==> config.mk <==
export PLATFORM = sky130hd
export DESIGN_NAME = twi_mem_engine
export DESIGN_NICKNAME = d
export VERILOG_FILES = /design/src/rtl/twi_mem_pkg.sv /design/src/rtl/twi_line_sync.sv /design/src/rtl/twi_addr_ctr.sv /design/src/rtl/twi_mem_engine.sv
export SDC_FILE = /design/constraint.sdc
export NUM_CORES = 1
export LEC_CHECK = 0
export BUFFER_PORTS_ARGS = -buffer_cell sky130_fd_sc_hd__buf_4
export CAP_MARGIN = 20
export CORE_UTILIZATION = 50
export DETAILED_ROUTE_END_ITERATION = 16
export PLACE_DENSITY_LB_ADDON = 0.1
export SLEW_MARGIN = 0
export SYNTH_ARGS = -nofsm -noshare
export SYNTH_HDL_FRONTEND = slang
export SYNTH_SLANG_ARGS = --single-unit
==> constraint.sdc <==
create_clock -name clk -period 4.4 [get_ports clk]
set_input_delay 0.66 -clock clk [delete_from_list [all_inputs] [get_ports clk]]
set_output_delay 0.66 -clock clk [all_outputs]
set_load 0.02 [all_outputs]
==> src/rtl/twi_mem_pkg.sv <==
package twi_mem_pkg;
    localparam int MEM_AW = 10;
    localparam int BYTE_W = 8;
    localparam logic [3:0] DEV_CODE = 4'b1010;

    typedef enum logic [3:0] {
        ST_IDLE,
        ST_DEV,
        ST_DEV_ACK,
        ST_ADDR,
        ST_ADDR_ACK,
        ST_WDAT,
        ST_WDAT_ACK,
        ST_RDAT,
        ST_RACK
    } st_e;
endpackage

==> src/rtl/twi_line_sync.sv <==
module twi_line_sync #(
    parameter int STAGES = 2
) (
    input  logic clk,
    input  logic rst_n,
    input  logic scl_i,
    input  logic sda_i,
    output logic scl_s,
    output logic scl_rise,
    output logic scl_fall,
    output logic sda_s,
    output logic start_p,
    output logic stop_p
);
    localparam int LAST = STAGES;

    typedef struct packed {
        logic [LAST:0] scl;
        logic [LAST:0] sda;
    } sync_t;

    sync_t r_q, r_d;

    always_comb begin
        r_d     = r_q;
        r_d.scl = {r_q.scl[LAST-1:0], scl_i};
        r_d.sda = {r_q.sda[LAST-1:0], sda_i};
    end

    always_ff @(posedge clk or negedge rst_n) begin
        if (!rst_n) r_q <= '1;
        else        r_q <= r_d;
    end

    // index LAST-1 is the synchronized sample, LAST the one before it
    assign scl_s    = r_q.scl[LAST-1];
    assign sda_s    = r_q.sda[LAST-1];
    assign scl_rise = !r_q.scl[LAST] &&  r_q.scl[LAST-1];
    assign scl_fall =  r_q.scl[LAST] && !r_q.scl[LAST-1];
    assign start_p  =  r_q.scl[LAST] &&  r_q.scl[LAST-1] &&  r_q.sda[LAST] && !r_q.sda[LAST-1];
    assign stop_p   =  r_q.scl[LAST] &&  r_q.scl[LAST-1] && !r_q.sda[LAST] &&  r_q.sda[LAST-1];

    // a line event is never both start and stop, and never on an SCL edge
    a_r3_events_exclusive: assert property (@(posedge clk) disable iff (!rst_n)
        (start_p || stop_p) |-> !(start_p && stop_p) && !scl_rise && !scl_fall);
endmodule

==> src/rtl/twi_addr_ctr.sv <==
module twi_addr_ctr #(
    parameter int AW = 10
) (
    input  logic          clk,
    input  logic          rst_n,
    input  logic          ld,
    input  logic [AW-1:0] ld_val,
    input  logic          inc,
    output logic [AW-1:0] addr
);
    logic [AW-1:0] addr_q, addr_d;

    always_comb begin
        addr_d = addr_q;
        if (ld)       addr_d = ld_val;
        else if (inc) addr_d = addr_q + AW'(1);
    end

    always_ff @(posedge clk or negedge rst_n) begin
        if (!rst_n) addr_q <= '0;
        else        addr_q <= addr_d;
    end

    assign addr = addr_q;

    // the counter wraps from the top location to zero
    a_r7_wrap: assert property (@(posedge clk) disable iff (!rst_n)
        (inc && !ld && addr_q == {AW{1'b1}}) |=> addr_q == '0);
endmodule

==> src/rtl/twi_mem_engine.sv <==
module twi_mem_engine
    import twi_mem_pkg::*;
#(
    parameter int AW        = MEM_AW,
    parameter int SYNC_STGS = 2
) (
    input  logic          clk,
    input  logic          rst_n,
    input  logic          scl_i,
    input  logic          sda_i,
    input  logic          sel_i,
    output logic          sda_oe_o,
    input  logic          busy_i,
    output logic [AW-1:0] mem_addr_o,
    output logic          mem_we_o,
    output logic [7:0]    mem_wdata_o,
    input  logic [7:0]    mem_rdata_i
);
    localparam int HI_W = AW - BYTE_W;

    typedef struct packed {
        st_e             st;
        logic [3:0]      bitcnt;
        logic [7:0]      sh;
        logic [HI_W-1:0] hi;
        logic            oe;
        logic            mack;
        logic            rw;
    } eng_t;

    eng_t r_q, r_d;

    logic scl_s, scl_rise, scl_fall, sda_s, start_p, stop_p;
    logic we_c, ld_c, inc_c;
    logic [AW-1:0] ld_val_c;

    twi_line_sync #(.STAGES(SYNC_STGS)) u_sync (
        .clk      (clk),
        .rst_n    (rst_n),
        .scl_i    (scl_i),
        .sda_i    (sda_i),
        .scl_s    (scl_s),
        .scl_rise (scl_rise),
        .scl_fall (scl_fall),
        .sda_s    (sda_s),
        .start_p  (start_p),
        .stop_p   (stop_p)
    );

    twi_addr_ctr #(.AW(AW)) u_ctr (
        .clk    (clk),
        .rst_n  (rst_n),
        .ld     (ld_c),
        .ld_val (ld_val_c),
        .inc    (inc_c),
        .addr   (mem_addr_o)
    );

    always_comb begin
        r_d      = r_q;
        we_c     = 1'b0;
        ld_c     = 1'b0;
        inc_c    = 1'b0;
        ld_val_c = {r_q.hi, r_q.sh};
        if (start_p) begin
            r_d.st     = ST_DEV;
            r_d.bitcnt = '0;
            r_d.oe     = 1'b0;
        end else if (stop_p) begin
            r_d.st     = ST_IDLE;
            r_d.bitcnt = '0;
            r_d.oe     = 1'b0;
        end else begin
            case (r_q.st)
                ST_DEV, ST_ADDR, ST_WDAT: begin
                    if (scl_rise) begin
                        r_d.sh     = {r_q.sh[6:0], sda_s};
                        r_d.bitcnt = r_q.bitcnt + 4'd1;
                    end else if (scl_fall && r_q.bitcnt == 4'd8) begin
                        r_d.bitcnt = '0;
                        if (r_q.st == ST_DEV) begin
                            if (r_q.sh[7:4] == DEV_CODE && r_q.sh[3] == sel_i && !busy_i) begin
                                r_d.oe = 1'b1;
                                r_d.rw = r_q.sh[0];
                                r_d.hi = r_q.sh[HI_W:1];
                                r_d.st = ST_DEV_ACK;
                            end else begin
                                r_d.st = ST_IDLE;
                            end
                        end else if (r_q.st == ST_ADDR) begin
                            ld_c   = 1'b1;
                            r_d.oe = 1'b1;
                            r_d.st = ST_ADDR_ACK;
                        end else begin
                            we_c   = 1'b1;
                            inc_c  = 1'b1;
                            r_d.oe = 1'b1;
                            r_d.st = ST_WDAT_ACK;
                        end
                    end
                end
                ST_DEV_ACK: begin
                    if (scl_fall) begin
                        if (r_q.rw) begin
                            r_d.sh = mem_rdata_i;
                            r_d.oe = ~mem_rdata_i[7];
                            r_d.st = ST_RDAT;
                        end else begin
                            r_d.oe = 1'b0;
                            r_d.st = ST_ADDR;
                        end
                    end
                end
                ST_ADDR_ACK, ST_WDAT_ACK: begin
                    if (scl_fall) begin
                        r_d.oe = 1'b0;
                        r_d.st = ST_WDAT;
                    end
                end
                ST_RDAT: begin
                    if (scl_rise) begin
                        r_d.bitcnt = r_q.bitcnt + 4'd1;
                    end else if (scl_fall) begin
                        if (r_q.bitcnt == 4'd8) begin
                            r_d.bitcnt = '0;
                            r_d.oe     = 1'b0;
                            inc_c      = 1'b1;
                            r_d.st     = ST_RACK;
                        end else begin
                            r_d.sh = {r_q.sh[6:0], 1'b0};
                            r_d.oe = ~r_q.sh[6];
                        end
                    end
                end
                ST_RACK: begin
                    if (scl_rise) begin
                        r_d.mack = ~sda_s;
                    end else if (scl_fall) begin
                        if (r_q.mack) begin
                            r_d.sh = mem_rdata_i;
                            r_d.oe = ~mem_rdata_i[7];
                            r_d.st = ST_RDAT;
                        end else begin
                            r_d.oe = 1'b0;
                            r_d.st = ST_IDLE;
                        end
                    end
                end
                default: r_d.oe = 1'b0;
            endcase
        end
    end

    always_ff @(posedge clk or negedge rst_n) begin
        if (!rst_n) begin
            r_q    <= '0;
            r_q.st <= ST_IDLE;
        end else begin
            r_q <= r_d;
        end
    end

    assign sda_oe_o    = r_q.oe;
    assign mem_we_o    = we_c;
    assign mem_wdata_o = r_q.sh;

    // standby never drives the line
    a_r1_standby_quiet: assert property (@(posedge clk) disable iff (!rst_n)
        (r_q.st == ST_IDLE) |-> !sda_oe_o);
    // the drive changes only while the synchronized clock is low
    a_r4_drive_scl_low: assert property (@(posedge clk) disable iff (!rst_n)
        !$stable(sda_oe_o) |-> !scl_s);
    // a write strobe is followed by a counter advance of one
    a_r5_write_advances: assert property (@(posedge clk) disable iff (!rst_n)
        mem_we_o |=> mem_addr_o == $past(mem_addr_o) + AW'(1));
    // a control byte closing while busy is not acknowledged
    a_r9_busy_silent: assert property (@(posedge clk) disable iff (!rst_n)
        (r_q.st == ST_DEV && scl_fall && busy_i && !start_p && !stop_p) |=> !sda_oe_o);
endmodule

# Word level (Yosys, flattened, before mapping)
# Cells that the tools add are included.
# W data, S select, Z words.
[totals]
word_cells = 145
n_memories = 0
latchBits = 0
mem_bits_rw = 0
mem_bits_ro = 0
reg_bits = 37
output_inout_bits = 20
[classes]
div_mod_pow = 0
n_lt_le_gt_ge = 0
reduce_logical = 27
n_addsub = 2
n_mux = 67
multipliers = 0
shift = 0
bitwise = 6
n_eq_ne = 33
[ops]
columns = ["op", "n"]
rows = [
  ["$mux W8", 12],
  ["$mux W4", 9],
  ["$ne A4 B4 Y1 const B", 9],
  ["$mux W1", 34],
  ["$pmux W8 S4", 1],
  ["$mux W10", 2],
  ["$ne A5 B5 Y1 const B", 4],
  ["$pmux W4 S5", 1],
  ["$ne A2 B2 Y1 const B", 9],
  ["$eq A4 B3 Y1 const B", 4],
  ["$mux W16", 1],
  ["$eq A4 B4 Y1 const B", 3],
  ["$reduce_and A12 Y1", 1],
  ["$add A10 B1 Y10 const B", 1],
  ["$logic_and A1 B1 Y1", 10],
  ["$reduce_and A10 Y1", 1],
  ["$reduce_and A9 Y1", 1],
  ["$eq A4 B2 Y1 const B", 2],
  ["$pmux W4 S2", 1],
  ["$reduce_and A4 Y1", 2],
  ["$reduce_bool A4 Y1", 2],
  ["$reduce_and A7 Y1", 1],
  ["$reduce_bool A7 Y1", 1],
  ["$mux W3", 2],
  ["other kinds (11)", 21],
]

# Longest topological paths before layout
# Gate-level depths: netlist of the first run.
[logic_depth]
depth_word = 10
mapped_depth = 9

# Cells and area by module
# From an unflattened synthesis of the first run, not the netlist that was laid out.
[hier_totals]
cells_unflattened = 226
area_unflattened_um2 = 2232.1
[modules_own_cells]
columns = ["module", "seq_area_each_um2", "instances", "area_per_inst_um2", "cells_each"]
rows = [
  ["twi_mem_engine", 525.5, 1, 1475.2, 155],
  ["twi_addr_ctr", 250.2, 1, 566.8, 61],
  ["twi_line_sync", 157.7, 1, 190.2, 10],
]

# Least setup slack after synthesis of the first run
# Ideal clock, no wire load.
[synth_path]
path_kind = "reg-to-output"
startpoint = "register u_sync.r_q[5] (netlist name)"
endpoint = "output mem_we_o"
stages_incl_launch_ff = 8
arrival_ps = 1946
n_path_buf = 1
slack_ps = 1794
path_cell_list = "dfstp_2 -> inv_1 -> ha_1 -> nand2b_1 -> a2111oi_2 -> buf_2 -> nand2_1 -> nor2_1"
[synth_between]
elab_chain_cells = 7
[synth_lines]
columns = ["item", "line_no", "text"]
rows = [
  ["start, declared", "twi_line_sync.sv:22", "sync_t r_q, r_d;"],
  ["start signal, assigned", "twi_line_sync.sv:32", "else r_q <= r_d;"],
  ["$logic_and A1 B1 Y1", "twi_line_sync.sv:39", "assign scl_fall = r_q.scl[LAST] && !r_q.scl[LAST-1];"],
  ["$logic_and A1 B1 Y1", "twi_mem_engine.sv:79", "end else if (scl_fall && r_q.bitcnt == 4'd8) begin"],
  ["$mux W1", "twi_mem_engine.sv:79", ""],
  ["$mux W1", "twi_mem_engine.sv:76", "if (scl_rise) begin"],
  ["$mux W1", "twi_mem_engine.sv:74", "case (r_q.st)"],
  ["$mux W1", "twi_mem_engine.sv:69", "end else if (stop_p) begin"],
  ["$mux W1 *", "twi_mem_engine.sv:65", "if (start_p) begin"],
  ["end, declared", "twi_mem_engine.sv:15", "output logic mem_we_o,"],
]
# Mark *: on every way between the ends. The rest lies on a longest branch, timed or not.

# Worst setup path after layout of the first run
# Ends and elaborated chain as after synthesis.

==> impl_metrics.yaml, run 1 <==
drt:
  drt_iter0_drc: 108
  top_layer: "met4"
  met1_length_mm: 2.777
  wl_met2_mm: 2.425
  routed_wl_mm: 5.523
  vias: 2114
  wl_met3_um: 260
  vias_per_cell: 5.808
  wl_per_cell_um: 15.17
  ant_nets: 0
  remaining_drc_errors: 0
  drt_first_pass_iters: 4
cells_and_area:
  drive_above_1_share: 0.2088
  fin_util: 0.5895
  fill_cells: 440
  antenna-diode-count: 0
  fin_nets: 316
  multi_input_comb_area_mm2: 0.001384
  synthToLayoutAreaGrowth_pct: 12.08
  regArea_um2: 933.4
sta:
  finalClockSkew_ps: 11.27
  worst_slack_ps: 957.3
  fin_crit_sh: 0.7824
  max-slew-margin-rel: 0.4456
  worstMarginPinSlew_ps: 831.6
  layout_min_cycle_time_ps: 3443
  setup-tns-final_ps: 0
  slew_violations: 0
  fmax_ghz: 0.2905
  final_hold_viol_count: 0
  rsz0062_at_grt: "no"
  setup_violations: 0
min_path:
  hold_class: "in -> async"
floorplanning:
  initial_core_util: 0.5260
  die_height_um: 72.96
  die_area_mm2: 0.005322
  ioPinCount: 34
  coreArea_mm2: 0.004786
  rows: 25
  die_width_um: 72.96
logic_synthesis:
  syn_avg_cell_area_um2: 9.023
  yosysTopAreaCellShare: 0.3082
  syn-num-nets: 299
  ys_types: 60
  yosys_warnings: 0
  synth_ff_type: "dfrtp_1"
  yosysTopAreaCell: "dfrtp_1"
  syn-cell-area_mm2: 0.002517
  synth.most_common_cell: "dfrtp_1"
  synthTopCellsByCount: "dfrtp_1, nor2_1, a21oi_1"
  ys_seq_area_frac: 0.3708
  synthCells: 279
  synth-seq-cells: 37
  synth-edff-count: 0
  yosys-top-cells-area: "dfrtp_1, dfstp_2, mux2i_1"
  ys_async_sr_fraction: 1.000
power:
  clkPwrFrac: 0.152
  power.density_mw_per_mm2: 560.1
  ir_worst_vdd_v: 0.0003515
  power_switching_mw: 0.6990
  p_seq_frac: 0.351
  p_sw_frac: 0.4423
  p_comb_frac: 0.497
  power.leakage_nw: 1.296
  p_int_mw: 0.8814
setup_path:
  critPathKind: "reg -> out"
  critPathRequiredTime_ps: 3740
  rr_startpoint: "u_sync.r_q[5]"
  r2r_cells: 6
  r2r_slack_ps: 1490
  worst_setup_path_start_kind: "register"
  cp.arrival_ps: 2780
  end_kind: "output port"
  critPathMaxFanout: 15
  r2r-end: "r_q[0]"
global_route:
  grt_pass1_vias: 1891
  antenna_found_initial: 0
  grt_use_total: 0.2276
  grt_remaining_overflow: 0
  grt_start_max_net_pins: 38
  grt_pass1_wl_mm: 9.280
clocking:
  cts_resized: 0
  cts_tree: "built"
  postCtsHoldBufs: 0
  post_cts_buffers: 0
  clk_latency_ps: 300
  cts_root_buf: "clkbuf_8"
  cts.path.max_buffers: 2
  clk_pin_slew_worst_paths_ps: 80
  cts.htree.levels: 2
  cts_buffers: 5
  clock-sinks: 37
run:
  max-cap-violations: 0
run_status:
  status: "finished, final reports clean"
placed_design:
  preCtsSetupSlack_ps: 1284
  place.gp.congestion: 0.8008
  io_buffers: 33
  dp_hpwl_mm: 3.805
## registers in the layout, indices dropped and copies added (netlist names)
signal / flops
ld_val_c: 2
r_q: 10
u_sync.r_d: 2
sda_oe_o: 1
u_sync.scl_s: 1
mem_wdata_o: 8
u_sync.r_q: 2
u_ctr.addr: 10
u_sync.sda_s: 1
## cell type report
| class | count | share of cell area |
|---|---|---|
| flip-flops and latches | 37 | 0.3308 |
| clock buffers | 5 | 0.02439 |
| inverters | 17 | 0.02262 |
| repair buffers | 36 | 0.09579 |
| multi-input cells | 199 | 0.4905 |
| well taps | 67 | 0.02971 |
| clock inverters | 3 | 0.006208 |
## per-stage QoR
stage	hold WS (ps)	std cells	total power [mW]	area, µm²
after floorplan	345.2	279	1.191	2517
after global placement	345.4	356	1.335	2735
after detailed placement	347.3	356	1.339	2735
after CTS	333.8	364	1.586	2821
after global routing	348.6	364	1.693	2821
final	314.1	364	1.580	2821
## worst max-delay path, cell delays in order, from the launching register on
cell,delay (ps)
dfstp_2,560
inv_1,40
ha_1,310
nand2b_1,290
a2111oi_4,810
nand2_1,190
nor2_1,130
buf_4,150
## cell families after synthesis
group	after synthesis	share of synthesized area
simple gates	87	0.2082
compound gates	86	0.2256
buf+inv	43	0.08449
flops	37	0.3708
mux	17	0.07057
fa+ha+maj	6	0.02982
xor+xnor	3	0.01044
## layer usage
layer	vias up	track usage
li1	1041	-
met4	0	0.07843
met2	64	0.3250
met3	5	0.03315
met5	-	0
met1	1004	0.3485
## power by group through the flow
stage	clock network [mW]	logic [mW]	registers [mW]
2_1_floorplan	0	0.706	0.484
3_3_place_gp	0	0.777	0.558
3_5_place_dp	0	0.779	0.560
4_1_cts	0.248	0.785	0.554
5_1_grt	0.256	0.862	0.574
6_report	0.240	0.786	0.555
## worst max path at each step
stage	end	startpoint	depth (start not counted)	slack, ps
CTS	mem_we_o	u_sync.r_q[5]	7	950
global placement	mem_we_o	u_sync.r_q[5]	7	1350
detailed placement	mem_we_o	u_sync.r_q[5]	7	1280
finish	mem_we_o	u_sync.r_q[5]	7	960
floorplan	mem_we_o	u_sync.r_q[5]	7	1790
global route	mem_we_o	u_sync.r_q[5]	7	750
## cells in the final DEF, fill, tap and decap left out, types with 2 or more instances in the layout
master,Yosys,layout
clkinv_2,0,2
nor2_1,25,25
o2bb2ai_1,2,2
nand2b_1,5,5
ha_1,6,6
nor2b_1,3,3
buf_4,9,36
inv_1,17,17
a21oi_1,20,20
mux2i_1,14,14
a21o_1,2,2
nand2_1,11,11
o21ai_1,5,5
and2_1,5,5
a221oi_1,2,2
clkbuf_8,0,5
nor3b_1,2,2
a31oi_1,11,11
a211oi_1,2,2
nand3_1,13,13
and3_1,3,3
o22ai_1,12,12
or2_1,2,2
o21a_1,2,2
dfstp_2,6,6
o21ai_0,13,13
a32o_1,2,2
and4_1,3,3
dfrtp_1,31,31
or3b_1,4,4
xor2_1,2,2
a31o_2,2,2
Note: power is estimated with default switching activity, not from simulation.
==> run 2, diff against run 1 <==
--- a/config.mk
+++ b/config.mk
@@ -5,6 +5,7 @@
 export SDC_FILE = /design/constraint.sdc
 export NUM_CORES = 1
 export LEC_CHECK = 0
+export ABC_AREA = 1
 export BUFFER_PORTS_ARGS = -buffer_cell sky130_fd_sc_hd__buf_4
 export CAP_MARGIN = 20
 export CORE_UTILIZATION = 50
==> constraint.sdc (replaced) <==
create_clock -name clk -period 3.5 [get_ports clk]
set_input_delay 0.525 -clock clk [delete_from_list [all_inputs] [get_ports clk]]
set_output_delay 0.525 -clock clk [all_outputs]
set_load 0.02 [all_outputs]
==> run 2 against run 1 <==
  * Total power grew 11%
  * Synthesized cell count grew 34%
  * Core utilization is 0.65 points lower
  * Flip-flop and latch count unchanged
  * Die area rose by 5.3%
  * Critical path depth shrank 1
  * Clock power is 32% higher
  * Final cell count increased by 29%
  * Sequential share of layout area shrank 1.7 points
  * Worst setup slack better by 53 ps
  * Routed wire length up 11%
==> impl_metrics.yaml, run 2 <==
drt:
  met1_length_mm: 3.231
  top_layer: "met4"
  vias: 2409
  wl_met2_mm: 2.629
  wl_per_cell_um: 13.04
  wl_met3_um: 222
  drt_iter0_drc: 123
  vias_per_cell: 5.126
  remaining_drc_errors: 0
  routed_wl_mm: 6.129
  drt_first_pass_iters: 4
  ant_nets: 0
floorplanning:
  die_width_um: 74.87
  initial_core_util: 0.5198
  die_area_mm2: 0.005606
  coreArea_mm2: 0.005107
  ioPinCount: 34
  rows: 26
  die_height_um: 74.87
global_route:
  grt_start_max_net_pins: 38
  grt_remaining_overflow: 0
  grt_pass1_vias: 2078
  antenna_found_initial: 0
  grt_pass1_wl_mm: 10.10
  grt_use_total: 0.2371
logic_synthesis:
  yosysTopAreaCellShare: 0.2922
  ys_types: 34
  synth-edff-count: 0
  synth-seq-cells: 37
  synthCells: 373
  syn_avg_cell_area_um2: 7.118
  yosys_warnings: 0
  yosys-top-cells-area: "dfrtp_1, nand2_1, nand3_1"
  syn-num-nets: 393
  syn-cell-area_mm2: 0.002655
  ys_async_sr_fraction: 1.000
  synthTopCellsByCount: "nand2_1, nand3_1, inv_1"
  synth_ff_type: "dfrtp_1"
  synth.most_common_cell: "nand2_1"
  yosysTopAreaCell: "dfrtp_1"
  ys_seq_area_frac: 0.3516
sta:
  max-slew-margin-rel: 0.6445
  setup_violations: 0
  final_hold_viol_count: 0
  worstMarginPinSlew_ps: 532.0
  setup-tns-final_ps: 0
  rsz0062_at_grt: "no"
  slew_violations: 0
  fin_crit_sh: 0.7112
  finalClockSkew_ps: 11.21
  fmax_ghz: 0.4017
  layout_min_cycle_time_ps: 2489
setup_path:
  cpMaxStageDelayCell: "dfstp_2"
  critPathRequiredTime_ps: 2970
  rr_startpoint: "u_sync.scl_s"
  end_kind: "output port"
  path_cells: "ha_1 -> nand4_1 -> nor2_1 -> nand3_1 -> inv_1 -> buf_4"
  worst_setup_path_start_kind: "register"
  crit_path_start: "u_sync.r_q[5]"
  cp_slowest_stage_delay_ps: 550
  critPathKind: "reg -> out"
  cp.arrival_ps: 1960
  r2r_cells: 9
  critPathMaxFanout: 4
  r2r-end: "u_ctr.addr[7]"
  r2r_slack_ps: 1370
clocking:
  clk_pin_slew_worst_paths_ps: 80
  cts_buffers: 5
  clock-sinks: 37
  cts.htree.levels: 2
  clk_latency_ps: 290
  post_cts_buffers: 0
  cts_root_buf: "clkbuf_8"
  postCtsHoldBufs: 0
  cts_resized: 0
  cts.path.max_buffers: 2
  cts_tree: "built"
cells_and_area:
  fill_cells: 509
  final_common_cell: "nand2_1"
  antenna-diode-count: 0
  regArea_um2: 933.4
  fin_nets: 419
  drive_above_1_share: 0.1975
  stdcell_area_mm2: 0.002978
  multi_input_comb_area_mm2: 0.001473
  layout.cells.most_common_list: "nand2_1, nand3_1, inv_1"
  synthToLayoutAreaGrowth_pct: 12.16
power:
  power.leakage_nw: 1.591
  ir_worst_vdd_v: 0.0004049
  power.density_mw_per_mm2: 591.6
run_status:
  status: "finished, final reports clean"
placed_design:
  io_buffers: 33
  dpl_cell_area_mm2: 0.002888
  dp_hpwl_mm: 4.649
  place.gp.congestion: 0.9560
run:
  max-cap-violations: 0
min_path:
  hold_class: "in -> async"
## run 2: changes by cell type in the layout (fill, tap and decap cells not counted), sizes merged, moves of 4 or more
cell	before	now
nand2	11	137
nand3	13	59
inv	17	39
a21oi	20	2
mux2i	14	0
o22ai	13	0
a31oi	11	1
nor2	25	32
nand2b	5	0
nand4	2	7
o21ai	18	23
and2	5	1
or3b	4	0
## run 2: worst max path at each step
stage | end | cells past startpoint | slack [ps]
floorplan | mem_we_o | 5 | 1560
global placement | mem_we_o | 7 | 1400
detailed placement | mem_we_o | 6 | 1340
CTS | mem_we_o | 6 | 1030
global route | mem_we_o | 6 | 900
finish | mem_we_o | 6 | 1010
## run 2: per-stage QoR
| stage | utilization | instances | setup slack, ps | hold WS (ps) | total power [mW] |
|---|---|---|---|---|---|
| finish | 0.5830 | 470 | 1011 | 170.7 | 1.762 |
| global route | 0.5830 | 470 | 904.9 | 225.2 | 1.895 |
| CTS | 0.5830 | 470 | 1029 | 202.2 | 1.762 |
| detailed placement | 0.5654 | 462 | 1343 | 350.8 | 1.447 |
| global placement | 0.5654 | 462 | 1403 | 348.3 | 1.444 |
| floorplan | - | 373 | 1560 | 229.4 | 1.265 |
## run 2: kinds of logic (layout without fill, tap and decap cells)
kind of cell / Yosys count / in the layout / synth area share
flip-flops: 37 / 37 / 0.3516
XOR/XNOR: 4 / 4 / 0.01320
adder cells (fa/ha/maj): 6 / 6 / 0.02827
AND/OR/NAND/NOR: 242 / 242 / 0.4392
buffers and inverters: 53 / 80 / 0.09378
AO/OA/AOI/OAI: 31 / 31 / 0.07399
## run 2: power by group
group | switching, mW | internal, mW
Combinational | 0.555 | 0.289
Sequential | 0.0976 | 0.503
Clock | 0.156 | 0.161
Total | 0.808 | 0.953
## run 2: critical path: cells and delay by family (launching register included)
family / cells / cell delay, ps
AND/OR/NAND/NOR: 3 / 710
flip-flops: 1 / 550
adder cells (fa/ha/maj): 1 / 210
buffers and inverters: 2 / 210
## run 2: routing by layer
metal	global-route usage	vias to the layer above
li1	-	1250
met1	0.3585	1102
met2	0.3574	52
met3	0.04016	5
met4	0.04403	0
met5	0	-
## run 2: layout make-up
cell class / instances / area share
flip-flops and latches: 37 / 0.3134
multi-input cells: 283 / 0.4945
repair buffers: 33 / 0.08319
clock buffers: 8 / 0.03025
inverters: 39 / 0.04916
well taps: 70 / 0.02941
==> run 3, diff against run 2 <==
==> constraint.sdc (replaced) <==
create_clock -name clk -period 2.05 [get_ports clk]
set_input_delay 0.3075 -clock clk [delete_from_list [all_inputs] [get_ports clk]]
set_output_delay 0.3075 -clock clk [all_outputs]
set_load 0.02 [all_outputs]
==> run 3 against run 2 <==
  * Largest power group unchanged
  * Critical path depth stayed put
  * Routed wire length is 2.5% higher
  * Worst setup slack worse by 920 ps
  * Worst hold slack worse by 59 ps
  * Register-to-register slack worse by 1200 ps
  * Combinational power is 79% higher
  * Critical endpoint unchanged
  * Total power is 82% higher
  * Clock-buffer cell count is 1 lower
  * Final cell count is 2.3% higher
  * Die area stayed put
  * Clock skew is 3.6 ps lower
  * Via count is 4.4% higher
==> impl_metrics.yaml, run 3 (synthesis gave the netlist of run 2 again) <==
setup_path:
  crit_family: "flip-flops"
  crit_buf_inv: 3
  critPathRequiredTime_ps: 1740
  path_cells: "inv_1 -> ha_2 -> nor2_2 -> nand3_2 -> inv_2 -> buf_6"
  critPathKind: "reg -> out"
  cp_slowest_stage_delay_ps: 600
  cp.arrival_ps: 1650
  end_kind: "output port"
  critPathMaxFanout: 6
  cpMaxStageDelayCell: "dfstp_2"
  worst_setup_path_start_kind: "register"
clocking:
  clk_latency_ps: 300
  cts_root_buf: "clkbuf_8"
  clk_pin_slew_worst_paths_ps: 70
  cts.htree.levels: 2
  cts_buffers: 5
  clock-sinks: 37
  cts_tree: "built"
  cts.path.max_buffers: 2
drt:
  vias: 2516
  remaining_drc_errors: 0
  ant_nets: 0
  drt_iter0_drc: 186
  wl_per_cell_um: 13.06
  vias_per_cell: 5.231
  drt_first_pass_iters: 4
  routed_wl_mm: 6.284
run:
  max-cap-violations: 0
sta:
  finalClockSkew_ps: 7.578
  setup-tns-final_ps: 0
  rsz0062_at_grt: "no"
  holdWs_ps: 112.0
  final_hold_viol_count: 0
  fmax_ghz: 0.5113
  fin_crit_sh: 0.9541
  worstMarginPinSlew_ps: 481.2
  layout_min_cycle_time_ps: 1956
  setup_violations: 0
  worst_slack_ps: 94.15
  slew_violations: 0
  max-slew-margin-rel: 0.6792
floorplanning:
  ioPinCount: 34
  die_height_um: 74.87
  die_area_mm2: 0.005606
  coreArea_mm2: 0.005107
  die_width_um: 74.87
  initial_core_util: 0.5198
  rows: 26
cells_and_area:
  antenna-diode-count: 0
  drive_above_1_share: 0.2530
  final_common_cell: "nand2_1"
  fin_util: 0.6166
  synthToLayoutAreaGrowth_pct: 18.61
  layout.cells.most_common_list: "nand2_1, nand3_1, buf_4"
  fin_nets: 430
global_route:
  grt_use_met2: 0.3794
  grt_pass1_vias: 2241
  grt_remaining_overflow: 0
  grtUsageMet3: 0.05221
  antenna_found_initial: 0
  grt_use_total: 0.2499
  grt-busiest-layer: "met2"
  gr-usage-met1: 0.3580
  grt_pass1_wl_mm: 10.50
  grt_start_max_net_pins: 38
min_path:
  hold_class: "in -> reg"
placed_design:
  preCtsSetupSlack_ps: 69.17
  dp_hpwl_mm: 4.757
  place.gp.congestion: 0.9437
  io_buffers: 33
run_status:
  status: "finished, final reports clean"
power:
  ir_worst_vdd_v: 0.0005322
  power.leakage_nw: 1.653
  power.density_mw_per_mm2: 1018
-- run 3: cell types whose count changed in the layout (fill, tap and decap cells not counted), sizes merged --
cell / delta
dlygate4sd3: +1
clkbuf: -1
buf: +10
bufinv: +1
-- run 3: worst register-to-register path, stage by stage, from the launching register on --
cell	delay, ps
dfstp_2	600
inv_1	60
ha_2	220
nor2_2	180
buf_4	150
nand3_1	100
and2_4	240
nand2_4	130
nand2_1	70
nand2_1	50
-- run 3: path summary, 6_finish.rpt --
check | endpoint | from | slack (ps) | cells past startpoint
max | mem_we_o | u_sync.r_q[5] | 90 | 6
min | u_sync.r_d[4] | scl_i | 110 | 1
max reg2reg | u_ctr.addr[9] | u_sync.r_q[5] | 190 | 9
min reg2reg | u_sync.scl_s | u_sync.r_d[4] | 360 | 0
max in group asynchronous | u_sync.scl_s | rst_n | 1180 | 2
min in group asynchronous | r_q[19] | rst_n | 510 | 2
-- run 3: metrics by stage --
| stage | std cells | power, mW | area [µm²] |
|---|---|---|---|
| 6_report | 481 | 3.207 | 3149 |
| 5_1_grt | 481 | 3.461 | 3149 |
| 4_1_cts | 478 | 3.180 | 3084 |
| 3_5_place_dp | 468 | 2.506 | 2933 |
| 3_3_place_gp | 468 | 2.493 | 2933 |
| 2_1_floorplan | 373 | 2.159 | 2655 |
-- run 3: power breakdown --
part | leakage (nW) | internal (mW) | switching, mW
Clock | 0.0585 | 0.397 | 0.275
Combinational | 1.11 | 0.540 | 0.967
Sequential | 0.481 | 0.861 | 0.167
Total | 1.65 | 1.80 | 1.41
-- run 3: metal layers --
metal / part of all wire / up-vias
met5: 0 / -
met4: 0.013 / 0
met3: 0.051 / 8
met2: 0.44 / 71
met1: 0.49 / 1163
li1: - / 1274
-- run 3: layout make-up --
type / instances / area (µm²)
clock inverters: 1 / 30.03
fillers: 517 / 1958
repair buffers: 44 / 336.6
multi-input cells: 283 / 1528
flip-flops and latches: 37 / 934.6
well taps: 70 / 87.58
inverters: 39 / 146.4
clock buffers: 7 / 86.33
-- run 3: what timing repair did --
item                       4_1_cts  5_1_grt
resized for setup                5       12
hold buffers                     1        0
hold endpoints to repair        31        0
setup endpoints to repair        1       21
pin swaps                        1        3
buffers inserted                 1        3
